===== config.mk =====
export PLATFORM = sky130hd
export DESIGN_NAME = txscan_mux
export DESIGN_NICKNAME = d
export VERILOG_FILES = /design/src/rtl/txscan_pkg.sv /design/src/rtl/txscan_decode.sv /design/src/rtl/txscan_pick.sv /design/src/rtl/txscan_txout.sv /design/src/rtl/txscan_mux.sv
export SDC_FILE = /design/constraint.sdc
export NUM_CORES = 1
export LEC_CHECK = 0
export BUFFER_PORTS_ARGS = -buffer_cell sky130_fd_sc_hd__buf_2
export CORE_MARGIN = 3
export CORE_UTILIZATION = 40
export DETAILED_ROUTE_END_ITERATION = 10
export PLACE_DENSITY_LB_ADDON = 0.12
export SYNTH_ARGS = -nofsm -noshare
export SYNTH_HDL_FRONTEND = slang
export SYNTH_SLANG_ARGS = --single-unit

===== constraint.sdc =====
create_clock -name clk -period 3 [get_ports clk]
set_input_delay 0.3 -clock clk [delete_from_list [all_inputs] [get_ports clk]]
set_output_delay 0.3 -clock clk [all_outputs]
set_load 0.02 [all_outputs]

===== src/rtl/txscan_pkg.sv =====
package txscan_pkg;
  localparam int unsigned REG_W   = 16;
  localparam int unsigned CHAR_W  = 8;

  // Register byte offsets
  localparam logic [4:0] OFS_STAT = 5'h00;
  localparam logic [4:0] OFS_RBUF = 5'h08;
  localparam logic [4:0] OFS_TEN  = 5'h10;
  localparam logic [4:0] OFS_TDAT = 5'h18;

  // Status word bit positions
  localparam int unsigned B_MAINT = 3;
  localparam int unsigned B_CLR   = 4;
  localparam int unsigned B_SCAN  = 5;
  localparam int unsigned B_RIE   = 6;
  localparam int unsigned B_RDONE = 7;
  localparam int unsigned B_LINE  = 8;
  localparam int unsigned B_TIE   = 14;
  localparam int unsigned B_TRDY  = 15;

  // Receive buffer valid flag
  localparam int unsigned B_RXV   = 15;

  // Fixed modem status word
  localparam logic [REG_W-1:0] MODEM_WORD = 16'h0303;

  typedef struct packed {
    logic any;
    logic stat_wr;
    logic ten_wr;
    logic tdat_wr;
    logic rbuf_rd;
  } acc_t;
endpackage


===== src/rtl/txscan_decode.sv =====
module txscan_decode
  import txscan_pkg::*;
#(
  parameter int unsigned ADDR_W = 5
) (
  input  logic              sel,
  input  logic              wr,
  input  logic [ADDR_W-1:0] addr,
  output acc_t              acc
);
  logic hit_stat, hit_rbuf, hit_ten, hit_tdat;

  always_comb begin
    hit_stat = (addr == ADDR_W'(OFS_STAT));
    hit_rbuf = (addr == ADDR_W'(OFS_RBUF));
    hit_ten  = (addr == ADDR_W'(OFS_TEN));
    hit_tdat = (addr == ADDR_W'(OFS_TDAT));
    acc.any     = sel;
    acc.stat_wr = sel &&  wr && hit_stat;
    acc.ten_wr  = sel &&  wr && hit_ten;
    acc.tdat_wr = sel &&  wr && hit_tdat;
    acc.rbuf_rd = sel && !wr && hit_rbuf;
  end
endmodule


===== src/rtl/txscan_pick.sv =====
module txscan_pick #(
  parameter int unsigned LINES = 4,
  localparam int unsigned LW   = $clog2(LINES)
) (
  input  logic [LINES-1:0] en,
  input  logic [LW-1:0]    last,
  output logic             found,
  output logic [LW-1:0]    pick
);
  logic [LW-1:0]    cand_idx [LINES];
  logic [LINES-1:0] cand_hit;

  // Candidate k is the line k+1 steps after the last selection
  for (genvar k = 0; k < LINES; k++) begin : g_cand
    assign cand_idx[k] = last + LW'(k + 1);
    assign cand_hit[k] = en[cand_idx[k]];
  end

  always_comb begin
    found = |cand_hit;
    pick  = last;
    for (int k = LINES - 1; k >= 0; k--) begin
      if (cand_hit[k]) pick = cand_idx[k];
    end
  end
endmodule


===== src/rtl/txscan_txout.sv =====
module txscan_txout #(
  parameter int unsigned CW = 8,
  parameter int unsigned LW = 2
) (
  input  logic          clk,
  input  logic          rst_n,
  input  logic          load,
  input  logic [CW-1:0] ld_data,
  input  logic [LW-1:0] ld_line,
  input  logic          out_ready,
  output logic          out_valid,
  output logic [CW-1:0] out_data,
  output logic [LW-1:0] out_line
);
  logic          valid_q, valid_d;
  logic [CW-1:0] data_q;
  logic [LW-1:0] line_q;

  always_comb begin
    valid_d = valid_q && !out_ready;
    if (load) valid_d = 1'b1;
  end

  always_ff @(posedge clk or negedge rst_n) begin
    if (!rst_n) begin
      valid_q <= 1'b0;
      data_q  <= '0;
      line_q  <= '0;
    end else begin
      valid_q <= valid_d;
      if (load) begin
        data_q <= ld_data;
        line_q <= ld_line;
      end
    end
  end

  assign out_valid = valid_q;
  assign out_data  = data_q;
  assign out_line  = line_q;
endmodule


===== src/rtl/txscan_mux.sv =====
module txscan_mux
  import txscan_pkg::*;
#(
  parameter int unsigned LINES  = 4,
  parameter int unsigned ADDR_W = 5,
  localparam int unsigned LW    = $clog2(LINES)
) (
  input  logic              clk,
  input  logic              rst_n,
  input  logic              bus_sel,
  input  logic              bus_wr,
  input  logic [ADDR_W-1:0] bus_addr,
  input  logic [REG_W-1:0]  bus_wdata,
  output logic [REG_W-1:0]  bus_rdata,
  input  logic              scan_tick,
  input  logic              rx_valid,
  input  logic [CHAR_W-1:0] rx_char,
  input  logic [LW-1:0]     rx_line,
  output logic              rx_pop,
  output logic              tx_valid,
  input  logic              tx_ready,
  output logic [CHAR_W-1:0] tx_data,
  output logic [LW-1:0]     tx_line,
  output logic              irq
);
  // Reset: asserted asynchronously, released on a clock edge
  logic [1:0] rst_sync_q;
  logic       rst_int_n;

  always_ff @(posedge clk or negedge rst_n) begin
    if (!rst_n) rst_sync_q <= 2'b00;
    else        rst_sync_q <= {rst_sync_q[0], 1'b1};
  end
  assign rst_int_n = rst_sync_q[1];

  acc_t acc;

  txscan_decode #(.ADDR_W(ADDR_W)) u_dec (
    .sel (bus_sel),
    .wr  (bus_wr),
    .addr(bus_addr),
    .acc (acc)
  );

  // Status and enable state
  logic             tie_q, rie_q, scan_q, clr_q, maint_q, rdone_q, trdy_q;
  logic [LW-1:0]    line_q;
  logic [REG_W-1:0] ten_q;

  // After the register access
  logic             a_tie, a_rie, a_scan, a_clr, a_maint, a_rdone, a_trdy;
  logic [REG_W-1:0] a_ten;

  // After the scan tick
  logic             rdone_d, trdy_d;
  logic [LW-1:0]    line_d;

  logic             tx_load, tx_hold, scan_go;
  logic             pick_found;
  logic [LW-1:0]    pick_line;

  assign tx_load = acc.tdat_wr && trdy_q;
  assign tx_hold = (tx_valid && !tx_ready) || tx_load;

  always_comb begin
    a_tie   = tie_q;
    a_rie   = rie_q;
    a_scan  = scan_q;
    a_clr   = clr_q;
    a_maint = maint_q;
    a_rdone = rdone_q;
    a_trdy  = trdy_q;
    a_ten   = ten_q;
    if (acc.any) a_clr = 1'b0;
    if (acc.stat_wr) begin
      a_tie   = bus_wdata[B_TIE];
      a_rie   = bus_wdata[B_RIE];
      a_scan  = bus_wdata[B_SCAN];
      a_clr   = bus_wdata[B_CLR];
      a_maint = bus_wdata[B_MAINT];
      if (!bus_wdata[B_SCAN]) begin
        a_trdy  = 1'b0;
        a_rdone = 1'b0;
      end
    end
    if (acc.ten_wr) begin
      a_ten  = bus_wdata;
      a_trdy = 1'b0;
    end
    if (tx_load)     a_trdy  = 1'b0;
    if (acc.rbuf_rd) a_rdone = 1'b0;
  end

  txscan_pick #(.LINES(LINES)) u_pick (
    .en   (a_ten[LINES-1:0]),
    .last (line_q),
    .found(pick_found),
    .pick (pick_line)
  );

  assign scan_go = a_scan && !a_trdy && !tx_hold;

  always_comb begin
    rdone_d = a_rdone;
    trdy_d  = a_trdy;
    line_d  = line_q;
    if (scan_tick) begin
      if (scan_go && pick_found) begin
        trdy_d  = 1'b1;
        line_d  = pick_line;
        rdone_d = 1'b0;
      end else begin
        rdone_d = rx_valid && a_scan;
      end
    end
  end

  always_ff @(posedge clk or negedge rst_int_n) begin
    if (!rst_int_n) begin
      tie_q   <= 1'b0;
      rie_q   <= 1'b0;
      scan_q  <= 1'b1;
      clr_q   <= 1'b0;
      maint_q <= 1'b0;
      rdone_q <= 1'b0;
      trdy_q  <= 1'b1;
      line_q  <= '0;
      ten_q   <= '0;
    end else begin
      tie_q   <= a_tie;
      rie_q   <= a_rie;
      scan_q  <= a_scan;
      clr_q   <= a_clr;
      maint_q <= a_maint;
      rdone_q <= rdone_d;
      trdy_q  <= trdy_d;
      line_q  <= line_d;
      if (acc.ten_wr) ten_q <= a_ten;
    end
  end

  txscan_txout #(.CW(CHAR_W), .LW(LW)) u_txout (
    .clk      (clk),
    .rst_n    (rst_int_n),
    .load     (tx_load),
    .ld_data  (bus_wdata[CHAR_W-1:0]),
    .ld_line  (line_q),
    .out_ready(tx_ready),
    .out_valid(tx_valid),
    .out_data (tx_data),
    .out_line (tx_line)
  );

  // Read path
  logic [REG_W-1:0] stat_view, rbuf_view;

  always_comb begin
    stat_view               = '0;
    stat_view[B_TRDY]       = trdy_q;
    stat_view[B_TIE]        = tie_q;
    stat_view[B_LINE +: LW] = line_q;
    stat_view[B_RDONE]      = rdone_q;
    stat_view[B_RIE]        = rie_q;
    stat_view[B_SCAN]       = scan_q;
    stat_view[B_CLR]        = clr_q && !acc.any;
    stat_view[B_MAINT]      = maint_q;

    rbuf_view               = '0;
    rbuf_view[B_RXV]        = rx_valid;
    rbuf_view[B_LINE +: LW] = rx_line;
    rbuf_view[CHAR_W-1:0]   = rx_char;

    bus_rdata = '0;
    if (bus_sel && !bus_wr) begin
      if      (bus_addr == ADDR_W'(OFS_STAT)) bus_rdata = stat_view;
      else if (bus_addr == ADDR_W'(OFS_RBUF)) bus_rdata = rbuf_view;
      else if (bus_addr == ADDR_W'(OFS_TEN))  bus_rdata = ten_q;
      else if (bus_addr == ADDR_W'(OFS_TDAT)) bus_rdata = MODEM_WORD;
    end
  end

  assign rx_pop = acc.rbuf_rd && rx_valid;
  assign irq    = (trdy_q && tie_q) || (rdone_q && rie_q);
endmodule


==> results of run 1 <==
-- metrics by stage --
step	std cells	cell area, um2
after floorplan	249	2170
after CTS	384	2660
after detailed placement	375	2570
after global placement	375	2570
after global routing	384	2660
final	384	2660
-- how the worst max path moves through the flow --
stage,startpoint,endpoint,slack [ns],depth (start not counted)
after global placement,bus_addr[2],line_q[1],0.56,6
after CTS,bus_addr[2],line_q[1],0.84,6
after detailed placement,bus_addr[2],line_q[1],0.54,6
after floorplan,bus_addr[2],bus_rdata[8],0.66,3
after global routing,bus_addr[2],line_q[0],0.69,6
final,bus_addr[2],line_q[1],0.82,6
-- logic make-up (layout without fill, tap and decap cells) --
kind of cell | Yosys count | after routing | share of synthesized area [%]
AOI/OAI and AO/OA | 49 | 49 | 14.4
other | 1 | 1 | 0.172
and+or+nand+nor | 110 | 110 | 24.3
DFF | 37 | 37 | 42.7
muxes | 24 | 24 | 12.9
buffers and inverters | 28 | 93 | 5.52
-- cell usage in the layout (no fill, tap or decap), types with 2 or more instances in the layout --
| master | synthesis | final |
|---|---|---|
| sky130_fd_sc_hd__nor2b_1 | 3 | 3 |
| sky130_fd_sc_hd__and2_1 | 5 | 5 |
| sky130_fd_sc_hd__mux2_2 | 18 | 18 |
| sky130_fd_sc_hd__nor4_1 | 5 | 5 |
| sky130_fd_sc_hd__nor3_1 | 7 | 6 |
| sky130_fd_sc_hd__buf_2 | 0 | 66 |
| sky130_fd_sc_hd__nand2b_1 | 4 | 4 |
| sky130_fd_sc_hd__nand2_1 | 46 | 46 |
| sky130_fd_sc_hd__nand3b_1 | 4 | 4 |
| sky130_fd_sc_hd__a21oi_1 | 17 | 17 |
| sky130_fd_sc_hd__o21ai_0 | 11 | 11 |
| sky130_fd_sc_hd__a22oi_1 | 2 | 2 |
| sky130_fd_sc_hd__nand3_1 | 2 | 2 |
| sky130_fd_sc_hd__dfrtp_1 | 35 | 35 |
| sky130_fd_sc_hd__clkinv_2 | 0 | 2 |
| sky130_fd_sc_hd__a21boi_0 | 3 | 3 |
| sky130_fd_sc_hd__o211ai_1 | 2 | 2 |
| sky130_fd_sc_hd__o32ai_1 | 5 | 5 |
| sky130_fd_sc_hd__nor2_1 | 23 | 23 |
| sky130_fd_sc_hd__or4_1 | 3 | 3 |
| sky130_fd_sc_hd__buf_4 | 0 | 6 |
| sky130_fd_sc_hd__clkbuf_8 | 0 | 5 |
| sky130_fd_sc_hd__or3b_2 | 2 | 2 |
| sky130_fd_sc_hd__inv_1 | 12 | 12 |
| sky130_fd_sc_hd__and3_1 | 2 | 2 |
| sky130_fd_sc_hd__dfstp_2 | 2 | 2 |
| sky130_fd_sc_hd__mux2i_1 | 4 | 4 |
-- power groups by stage --
stage / Clock (mW) / Combinational [mW] / Sequential, mW
4_1_cts: 0.348 / 0.342 / 0.670
3_5_place_dp: 0 / 0.338 / 0.678
5_1_grt: 0.376 / 0.381 / 0.683
6_report: 0.338 / 0.341 / 0.669
2_1_floorplan: 0 / 0.235 / 0.652
3_3_place_gp: 0 / 0.339 / 0.677
-- metal layers --
| metal | global-route usage [%] | vias up |
|---|---|---|
| met2 | 31.1 | 66 |
| met3 | 3.72 | 6 |
| met4 | 6.25 | 0 |
| met5 | 0 | - |
| met1 | 29.4 | 944 |
| li1 | - | 1003 |
-- flip-flops by register name, indices dropped and copies added, names as in the netlist --
signal             count
u_txout.out_valid      1
ten_q                 16
maint_q                1
rst_sync_q             2
trdy_q                 1
u_txout.out_line       2
line_q                 2
scan_q                 1
tie_q                  1
u_txout.out_data       8
rdone_q                1
rie_q                  1
-- cell type report --
cell class / instances / area share [%]
multi-input cells: 184 / 42.5
repair buffers: 73 / 14.5
clock inverters: 3 / 0.658
well taps: 70 / 3.29
inverters: 12 / 1.69
clock buffers: 5 / 2.58
flip-flops and latches: 37 / 34.9
-- worst reg2reg max path, cell delays in order (launching register included) --
cell                        delay (ns)
sky130_fd_sc_hd__dfrtp_1          0.67
sky130_fd_sc_hd__mux2_2           0.41
sky130_fd_sc_hd__o32ai_1          0.25
sky130_fd_sc_hd__a221oi_1         0.16
sky130_fd_sc_hd__o211ai_1         0.18
sky130_fd_sc_hd__o2bb2ai_1        0.13
-- timing repair --
item	4_1_cts	5_1_grt
resized for setup	0	0
hold endpoints to repair	2	0
hold buffers	1	0
==> Implementation_results.wiki, run 1 <==
{| class="wikitable"
! Metric !! Value
|-
| Sequential share of power || 49.6%
|-
| Filler cell count || 517
|-
| Total area of multi-input combinational cells || 0.00113 mm2
|-
| Count of buffers added by post-CTS timing repair for setup || 0
|-
| Final worst slack || 0.823 ns
|-
| Number of cells traversed by the worst register-to-register path || 5
|-
| Floorplan Core Area || 0.00517 mm2
|-
| Slowest stage cell on the critical path || sky130_fd_sc_hd__or3_4
|-
| Combinational group share of total power || 25.3%
|-
| Fmax achieved || 0.459 GHz
|-
| Origin of the worst min-delay path || bus_wdata[10]
|-
| Critical path data arrival time || 2.39 ns
|-
| Final Wtd Congestion || 0.941
|-
| Dominant cell type by area after synthesis || sky130_fd_sc_hd__dfrtp_1
|-
| Unique cell type count in the Yosys netlist || 42
|-
| Type of origin of the critical path || input port
|-
| Pre-CTS setup slack || 0.545 ns
|-
| DIE HEIGHT || 79.7 um
|-
| Final design utilization || 51.5%
|-
| DRC Markers || 0
|-
| DRC marker count from the first detailed-route iteration || 186
|-
| Number of I/O pins || 67
|-
| Die Wd || 79.7 um
|-
| Worst-case clock skew || 0.00496 ns
|-
| Clock Pin Slew Worst Setup and Hold Paths || 0.07 ns
|-
| Area used by sequential logic in the layout || 928 um2
|-
| Std cell rows || 26
|-
| Vias per Instance || 5.26
|-
| Cell count after synthesis || 249
|-
| Number of endpoints with negative hold slack in the final report || 0
|-
| Critical path endpoint category || flop
|-
| Clock tree from TritonCTS || done
|-
| Post-detailed-routing wire length || 5940 um
|-
| Worst supply voltage drop on vdd || 0.285 mV
|-
| Post-synthesis register bit count || 37
|-
| Total met2 wirelength after detailed routing || 2750 um
|-
| Clock root buffer master || sky130_fd_sc_hd__clkbuf_8
|-
| Number of enable flip-flop cells after synthesis || 0
|-
| Static power due to leakage || 1.36 nW
|-
| Worst Hold Path EP || ten_q[10]
|-
| Cell types with the highest counts after synthesis || 46 x sky130_fd_sc_hd__nand2_1, 35 x sky130_fd_sc_hd__dfrtp_1, 23 x sky130_fd_sc_hd__nor2_1
|-
| Total die area || 0.00636 mm2
|-
| Critical-path cell list || buf_2, or3_1, or3_4, mux2_4, mux4_2, o2bb2ai_1
|-
| Max Used Layer || met4
|-
| YS warnings || 0
|-
| Main synth FF type || sky130_fd_sc_hd__dfrtp_1
|-
| Mean cell area of the mapped netlist || 8.73 um2
|-
| # nets final || 351
|-
| Post-synth design cell area || 0.00217 mm2
|-
| Required time at the worst-slack endpoint || 3.22 ns
|-
| Overflow after GRT || 0
|-
| Class of the worst hold path || input port to flop
|-
| Slew @ Worst Pin || 0.886 ns
|-
| Worst flop-to-flop path endpoint || line_q[1]
|-
| Number of setup violations in the final report || 0
|-
| Share of synthesized flip-flops with an asynchronous set or reset || 100%
|-
| Worst hold slack across all endpoints || 0.201 ns
|-
| Maximum level of the CTS H-tree || 2
|-
| Maximum Capacitance Violations || 0
|-
| CP top delay family || simple AND/OR/NAND/NOR gates
|-
| Clock Sink Count || 37
|-
| Via Count || 2,019
|-
| P&R area growth vs syn || 22.5%
|-
| Initial Utilization || 42.0%
|-
| Buf/Inv on CP || 1
|-
| Sequential element share of the synthesized area || 42.7%
|-
| Outcome || completed
|-
| Maximum buffer depth of the clock tree || 2
|-
| Detail Placement HPWL || 4450 um
|-
| Count of pins over their slew limit || 0
|-
| Max-Slew Margin vs Limit || 40.9%
|-
| Total iterations of the first detailed-routing run || 4
|-
| Top cells by area in the synthesized netlist || sky130_fd_sc_hd__dfrtp_1 40%, sky130_fd_sc_hd__mux2_2 9.3%, sky130_fd_sc_hd__nand2_1 7.9%, sky130_fd_sc_hd__nor2_1 4.0%, sky130_fd_sc_hd__a21oi_1 3.9%
|-
| Crit share post-route || 72.6%
|-
| Number of global-route vias before repair || 1,975
|-
| Layout cell share with drive strength beyond 1 || 33.8%
|-
| Most repeated cell in the gate-level netlist after synthesis || sky130_fd_sc_hd__nand2_1
|-
| Period minus WS final || 2.18 ns
|-
| Post-Synthesis Net Count || 287
|-
| Cell count of the worst hold path || 3
|-
| Critical-path maximum fanout || 17
|-
| Antenna violations before repair || 0
|-
| Category of the most critical setup path || input port to flop
|-
| Total Negative Setup Slacks || 0 ns
|-
| Switching power || 451 uW
|-
| Global-route wire length before repair || 10,100 um
|-
| Met1 Routed Length || 2760 um
|-
| Average wire length per cell after detail routing || 15.5 um
|-
| Count of input and output buffers || 66
|-
| DRT antenna net count || 0
|-
| Reg-to-reg setup timing slack || 1.13 ns
|-
| Clock network fraction of design power || 25.1%
|-
| CP peak stage delay || 0.55 ns
|-
| Synth top area share || 40.3%
|-
| Pin count of the biggest net entering global routing || 22
|-
| Total power after layout || 1.35 mW
|-
| Internal power summed over all cells || 897 uW
|-
| GRT Overall Usage || 20.4%
|-
| Power density over cell area || 506 mW/mm2
|-
| Switching Fraction || 33.5%
|-
| Total CTS buffers || 5
|-
| RSZ-0062 raised after global routing || no
|-
| FF-to-FF Start || line_q[0]
|-
| Diode count || 0
|-
| Insertion delay of the later-clocked pin in the worst-skew pair || 0.29 ns
|-
| Amount of wire on met3 after detailed routing || 380 um
|}
Power figures use the tool's default switching activity.
==> run 2, diff against run 1 <==
Clock period 3 ns to 1.89 ns, I/O delays scaled along.
==> run 2 against run 1 <==
Against the previous run: sequential power increased by 54%; register-to-register slack got worse by 0.97 ns; core utilization increased by 6.0 points; combinational power rose by 110%; clock power up 120%; highest routed layer unchanged; sequential share of layout area decreased by 3.6 points; non-clock buffer count is 28 higher; flip-flop and latch count did not move; die area stayed put.
==> Implementation_results.wiki, run 2 (same netlist as run 1, synthesis figures left out) <==
{| class="wikitable"
! Metric !! Value
|-
| Outcome || completed
|-
| Crit share post-route || 95.6%
|-
| CP peak stage delay || 0.39 ns
|-
| Die Wd || 79.7 um
|-
| Required time at the worst-slack endpoint || 1.70 ns
|-
| Number of endpoints with negative hold slack in the final report || 0
|-
| Total die area || 0.00636 mm2
|-
| Category of the most critical setup path || input port to output port
|-
| DRC marker count from the first detailed-route iteration || 144
|-
| DIE HEIGHT || 79.7 um
|-
| Type of origin of the critical path || input port
|-
| # nets final || 379
|-
| DRC Markers || 0
|-
| Pin count of the biggest net entering global routing || 25
|-
| Fmax achieved || 0.553 GHz
|-
| Average wire length per cell after detail routing || 15.7 um
|-
| Critical-path cell list || buf_2, or3_1, buf_4, nor2_1, nand2_1, nor2_1, a2111oi_1, buf_2
|-
| Detail Placement HPWL || 4890 um
|-
| Maximum level of the CTS H-tree || 2
|-
| Maximum Capacitance Violations || 0
|-
| Count of placed standard cells in the final layout, fillers left out || 412
|-
| Combinational group share of total power || 28.9%
|-
| Clock tree from TritonCTS || done
|-
| Global-route wire length before repair || 10,200 um
|-
| Power density over cell area || 836 mW/mm2
|-
| Worst hold slack across all endpoints || 0.0803 ns
|-
| Total iterations of the first detailed-routing run || 4
|-
| Class of the worst hold path || input port to flop
|-
| P&R area growth vs syn || 36.8%
|-
| Worst supply voltage drop on vdd || 0.459 mV
|-
| Floorplan Core Area || 0.00517 mm2
|-
| Initial Utilization || 42.0%
|-
| Switching power || 781 uW
|-
| Cell count after placement || 403
|-
| Number of global-route vias before repair || 2,035
|-
| Max-Slew Margin vs Limit || 62.4%
|-
| Sequential share of power || 41.3%
|-
| GRT Overall Usage || 21.0%
|-
| Leading cell type in the layout, fill and taps excluded || sky130_fd_sc_hd__buf_2
|-
| Worst-case clock skew || 0.00592 ns
|-
| Clock Sink Count || 37
|-
| Critical path data arrival time || 1.62 ns
|-
| RSZ-0062 raised after global routing || no
|-
| Critical path endpoint category || output port
|-
| DRT antenna net count || 0
|-
| Total Negative Setup Slacks || 0 ns
|-
| Number of setup violations in the final report || 0
|-
| Register containing the most flip-flops in the final layout || ten_q
|-
| Diode count || 0
|-
| Std cell rows || 26
|-
| Clock Pin Slew Worst Setup and Hold Paths || 0.08 ns
|-
| Total CTS buffers || 5
|-
| Static power due to leakage || 1.52 nW
|-
| Slowest stage cell on the critical path || sky130_fd_sc_hd__or3_1
|-
| Critical-path maximum fanout || 5
|-
| Clock network fraction of design power || 29.7%
|-
| Post-detailed-routing wire length || 6460 um
|-
| Slew @ Worst Pin || 0.564 ns
|-
| Layout cell share with drive strength beyond 1 || 40.6%
|-
| Insertion delay of the later-clocked pin in the worst-skew pair || 0.30 ns
|-
| Period minus WS final || 1.81 ns
|-
| Antenna violations before repair || 0
|-
| Clock root buffer master || sky130_fd_sc_hd__clkbuf_8
|-
| Count of pins over their slew limit || 0
|-
| Reg-to-reg setup timing slack || 0.16 ns
|-
| Count of buffers added by post-CTS timing repair for setup || 0
|-
| Maximum buffer depth of the clock tree || 2
|-
| Number of I/O pins || 67
|-
| Final Wtd Congestion || 0.889
|-
| Via Count || 2,159
|-
| Internal power summed over all cells || 1.70 mW
|-
| Max FFs per register || 16
|-
| Switching Fraction || 31.4%
|-
| Overflow after GRT || 0
|-
| Vias per Instance || 5.24
|-
| Commonest cells after routing, fill and taps aside || 66 x sky130_fd_sc_hd__buf_2, 46 x sky130_fd_sc_hd__nand2_1, 35 x sky130_fd_sc_hd__dfrtp_1
|-
| Count of input and output buffers || 66
|}
-- run 2: through the flow --
| stage | power [mW] | area [um2] | utilization, % | setup slack, ns |
|---|---|---|---|---|
| after floorplan | 1.44 | 2220 | - | -0.212 |
| after global placement | 1.75 | 2840 | 54.8 | -0.160 |
| after detailed placement | 1.74 | 2840 | 54.8 | -0.248 |
| after CTS | 2.48 | 2970 | 57.3 | 0.0597 |
| after global routing | 2.61 | 2970 | 57.5 | 0.00828 |
| final | 2.49 | 2970 | 57.5 | 0.0832 |
-- run 2: worst paths after layout --
path                               startpoint                   to  depth (start not counted)
worst min register to register  rst_sync_q[1]  u_txout.out_data[1]                          0
min in group asynchronous               rst_n        rst_sync_q[1]                          2
worst max register to register      line_q[0]            line_q[1]                          5
max in group asynchronous       rst_sync_q[1]               scan_q                          1
worst max-delay path              bus_addr[0]         bus_rdata[8]                          8
worst min-delay path            bus_wdata[12]            ten_q[12]                          3
-- run 2: routing by layer --
metal | wire length (um) | global-route usage (%) | share of wire [%]
met2 | 2850 | 30.6 | 44
met3 | 393 | 3.61 | 6.1
met4 | 66 | 5.91 | 1.0
met1 | 3150 | 31.8 | 49
met5 | 0 | 0 | 0
-- run 2: power groups by stage --
stage               sequential, mW  clock [mW]  combinational, mW
floorplan                     1.04           0              0.400
global placement              1.04           0              0.708
detailed placement            1.04           0              0.709
CTS                           1.02       0.746              0.713
global route                  1.04       0.776              0.789
finish                        1.03       0.739              0.719
-- run 2: cell type report --
class                   count  area, um2
clock buffers               6       82.6
clock inverters             2       37.5
fillers                   495       2200
inverters                  12       45.0
multi-input cells         184       1170
flip-flops and latches     37        928
well taps                  70       87.6
repair buffers            101        621
-- run 2: repair_timing --
item,in CTS,in global routing
hold endpoints to repair,2,0
hold buffers,1,0
endpoints found under the setup margin,0,4
gates resized for setup,0,2
-- run 2: worst max-delay path: cells and delay by family --
family	cells	cell delay [ns]
AOI/OAI and AO/OA	1	0.06
buffers and inverters	3	0.45
and+or+nand+nor	4	0.91
==> run 3, diff against run 2 <==
Clock period 1.89 ns to 1.8 ns, I/O delays scaled along.
==> run 3 against run 2 <==
Against the previous run: sequential share of layout area decreased by 0.19 points; first-iteration DRC count increased by 44%; non-clock buffer count increased by 5; routed wire length decreased by 4.9%; register-to-register slack got worse by 0.07 ns; combinational power increased by 5.1%; clock skew about the same; final cell count increased by 1.2%; critical path type is now input port to flop; critical endpoint is now line_q[1].
==> Implementation_results.wiki, run 3 (same netlist as run 1, synthesis figures left out) <==
{| class="wikitable"
! Metric !! Value
|-
| Worst Hold Path EP || ten_q[13]
|-
| Critical-path maximum fanout || 5
|-
| Overflow after GRT || 0
|-
| Antenna violations before repair || 0
|-
| # nets final || 384
|-
| Number of setup violations in the final report || 0
|-
| Power density over cell area || 798 mW/mm2
|-
| Required time at the worst-slack endpoint || 2.02 ns
|-
| Type of origin of the critical path || input port
|-
| Average wire length per cell after detail routing || 14.7 um
|-
| Filler cell count || 470
|-
| Worst supply voltage drop on vdd || 0.439 mV
|-
| Critical-path cell list || buf_2, or3_4, buf_4, nor3_4, mux2_2, mux4_2, o2bb2ai_1
|-
| Maximum buffer depth of the clock tree || 2
|-
| Floorplan Core Area || 0.00517 mm2
|-
| Max FFs per register || 16
|-
| Total iterations of the first detailed-routing run || 4
|-
| Final design utilization || 58.0%
|-
| GRT Overall Usage || 20.1%
|-
| Global-route wire length before repair || 9980 um
|-
| Crit share post-route || 98.6%
|-
| Category of the most critical setup path || input port to flop
|-
| DIE HEIGHT || 79.7 um
|-
| Class of the worst hold path || input port to flop
|-
| Total die area || 0.00636 mm2
|-
| DRC marker count from the first detailed-route iteration || 207
|-
| CP top delay family || multiplexers
|-
| Critical path data arrival time || 1.99 ns
|-
| Detail Placement HPWL || 4700 um
|-
| Count of input and output buffers || 66
|-
| Clock root buffer master || sky130_fd_sc_hd__clkbuf_8
|-
| Clock Pin Slew Worst Setup and Hold Paths || 0.08 ns
|-
| DRC Markers || 0
|-
| Number of cells traversed by the worst register-to-register path || 5
|-
| Outcome || completed
|-
| Total CTS buffers || 5
|-
| Final Instance Area || 0.00300 mm2
|-
| Static power due to leakage || 1.55 nW
|-
| Clock tree from TritonCTS || done
|-
| Worst flop-to-flop path endpoint || line_q[1]
|-
| Leading cell type in the layout, fill and taps excluded || sky130_fd_sc_hd__buf_2
|-
| Pin count of the biggest net entering global routing || 20
|-
| Worst-case clock skew || 0.00601 ns
|-
| Layout cell share with drive strength beyond 1 || 43.2%
|-
| Number of I/O pins || 67
|-
| FF-to-FF Start || ten_q[1]
|-
| Fmax achieved || 0.563 GHz
|-
| Number of global-route vias before repair || 2,050
|-
| Std cell rows || 26
|-
| Commonest cells after routing, fill and taps aside || 66 x sky130_fd_sc_hd__buf_2, 45 x sky130_fd_sc_hd__nand2_1, 38 x sky130_fd_sc_hd__buf_4
|-
| Diode count || 0
|-
| Area used by sequential logic in the layout || 931 um2
|-
| Vias per Instance || 5.15
|-
| Number of endpoints with negative hold slack in the final report || 0
|-
| Insertion delay of the later-clocked pin in the worst-skew pair || 0.29 ns
|-
| Buf/Inv on CP || 2
|-
| Count of pins over their slew limit || 0
|-
| Maximum level of the CTS H-tree || 2
|-
| Register containing the most flip-flops in the final layout || ten_q
|-
| Clock Sink Count || 37
|-
| CP peak stage delay || 0.46 ns
|-
| P&R area growth vs syn || 38.0%
|-
| Reg-to-reg setup timing slack || 0.09 ns
|-
| Period minus WS final || 1.78 ns
|-
| DRT antenna net count || 0
|-
| Cell count of the worst hold path || 3
|-
| Via Count || 2,148
|-
| Dpl cell area || 0.00285 mm2
|-
| Total area of multi-input combinational cells || 0.00121 mm2
|-
| Maximum Capacitance Violations || 0
|-
| Worst hold slack across all endpoints || 0.0843 ns
|-
| Die Wd || 79.7 um
|-
| Slowest stage cell on the critical path || sky130_fd_sc_hd__mux4_2
|-
| Final Wtd Congestion || 0.877
|-
| Initial Utilization || 42.0%
|-
| Origin of the worst min-delay path || bus_wdata[13]
|-
| Post-detailed-routing wire length || 6140 um
|-
| Critical path endpoint category || flop
|}
## run 3: report_power, final
group / internal, mW / leakage (nW) / switching, mW
registers: 0.964 / 0.470 / 0.110
clock network: 0.268 / 0.0450 / 0.296
logic: 0.374 / 1.03 / 0.382
## run 3: tightest hold or removal path, stage by stage
cell and delay [ns]:
sky130_fd_sc_hd__buf_2 0.07, sky130_fd_sc_hd__nand2_1 0.04, sky130_fd_sc_hd__nand2_1 0.05
## run 3: repair_timing
action                                  4_1_cts  5_1_grt
endpoints found under the setup margin        1        9
hold buffers                                  1        0
hold endpoints to repair                      2        0
pin swaps                                     0        2
setup buffers                                 0        2
resized for setup                             2        9
## run 3: how the worst max path moves through the flow
stage	from	to	cells past startpoint
2_1_floorplan	bus_addr[0]	line_q[1]	7
3_3_place_gp	bus_addr[0]	line_q[1]	7
3_5_place_dp	bus_addr[0]	line_q[1]	7
4_1_cts	line_q[1]	bus_rdata[9]	5
5_1_grt	bus_addr[0]	line_q[1]	7
6_report	bus_addr[0]	line_q[1]	7
## run 3: metrics by stage
stage                     total power [mW]  std cells  setup WS, ns  setup TNS [ns]
after floorplan                       1.51        249        -0.293          -0.811
after global placement                1.79        406        -0.260           -2.39
after detailed placement              1.80        406        -0.274           -2.48
after CTS                             2.38        415        0.0129               0
after global routing                  2.54        417      -0.00607        -0.00607
final                                 2.39        417        0.0249               0
## run 3: metal layers
metal	GRT usage, %	vias up	routed length (um)
met1	28.6	1000	2870
li1	-	1068	-
met2	30.4	72	2800
met3	4.18	8	380
met5	0	-	0
met4	6.93	0	87
## run 3: final cells by class
| cell class | instances | share of cell area [%] |
|---|---|---|
| clock buffers | 6 | 2.42 |
| clock inverters | 2 | 0.334 |
| inverters | 12 | 1.50 |
| multi-input cells | 184 | 40.3 |
| flip-flops and latches | 37 | 31.0 |
| well taps | 70 | 2.92 |
| repair buffers | 106 | 21.5 |
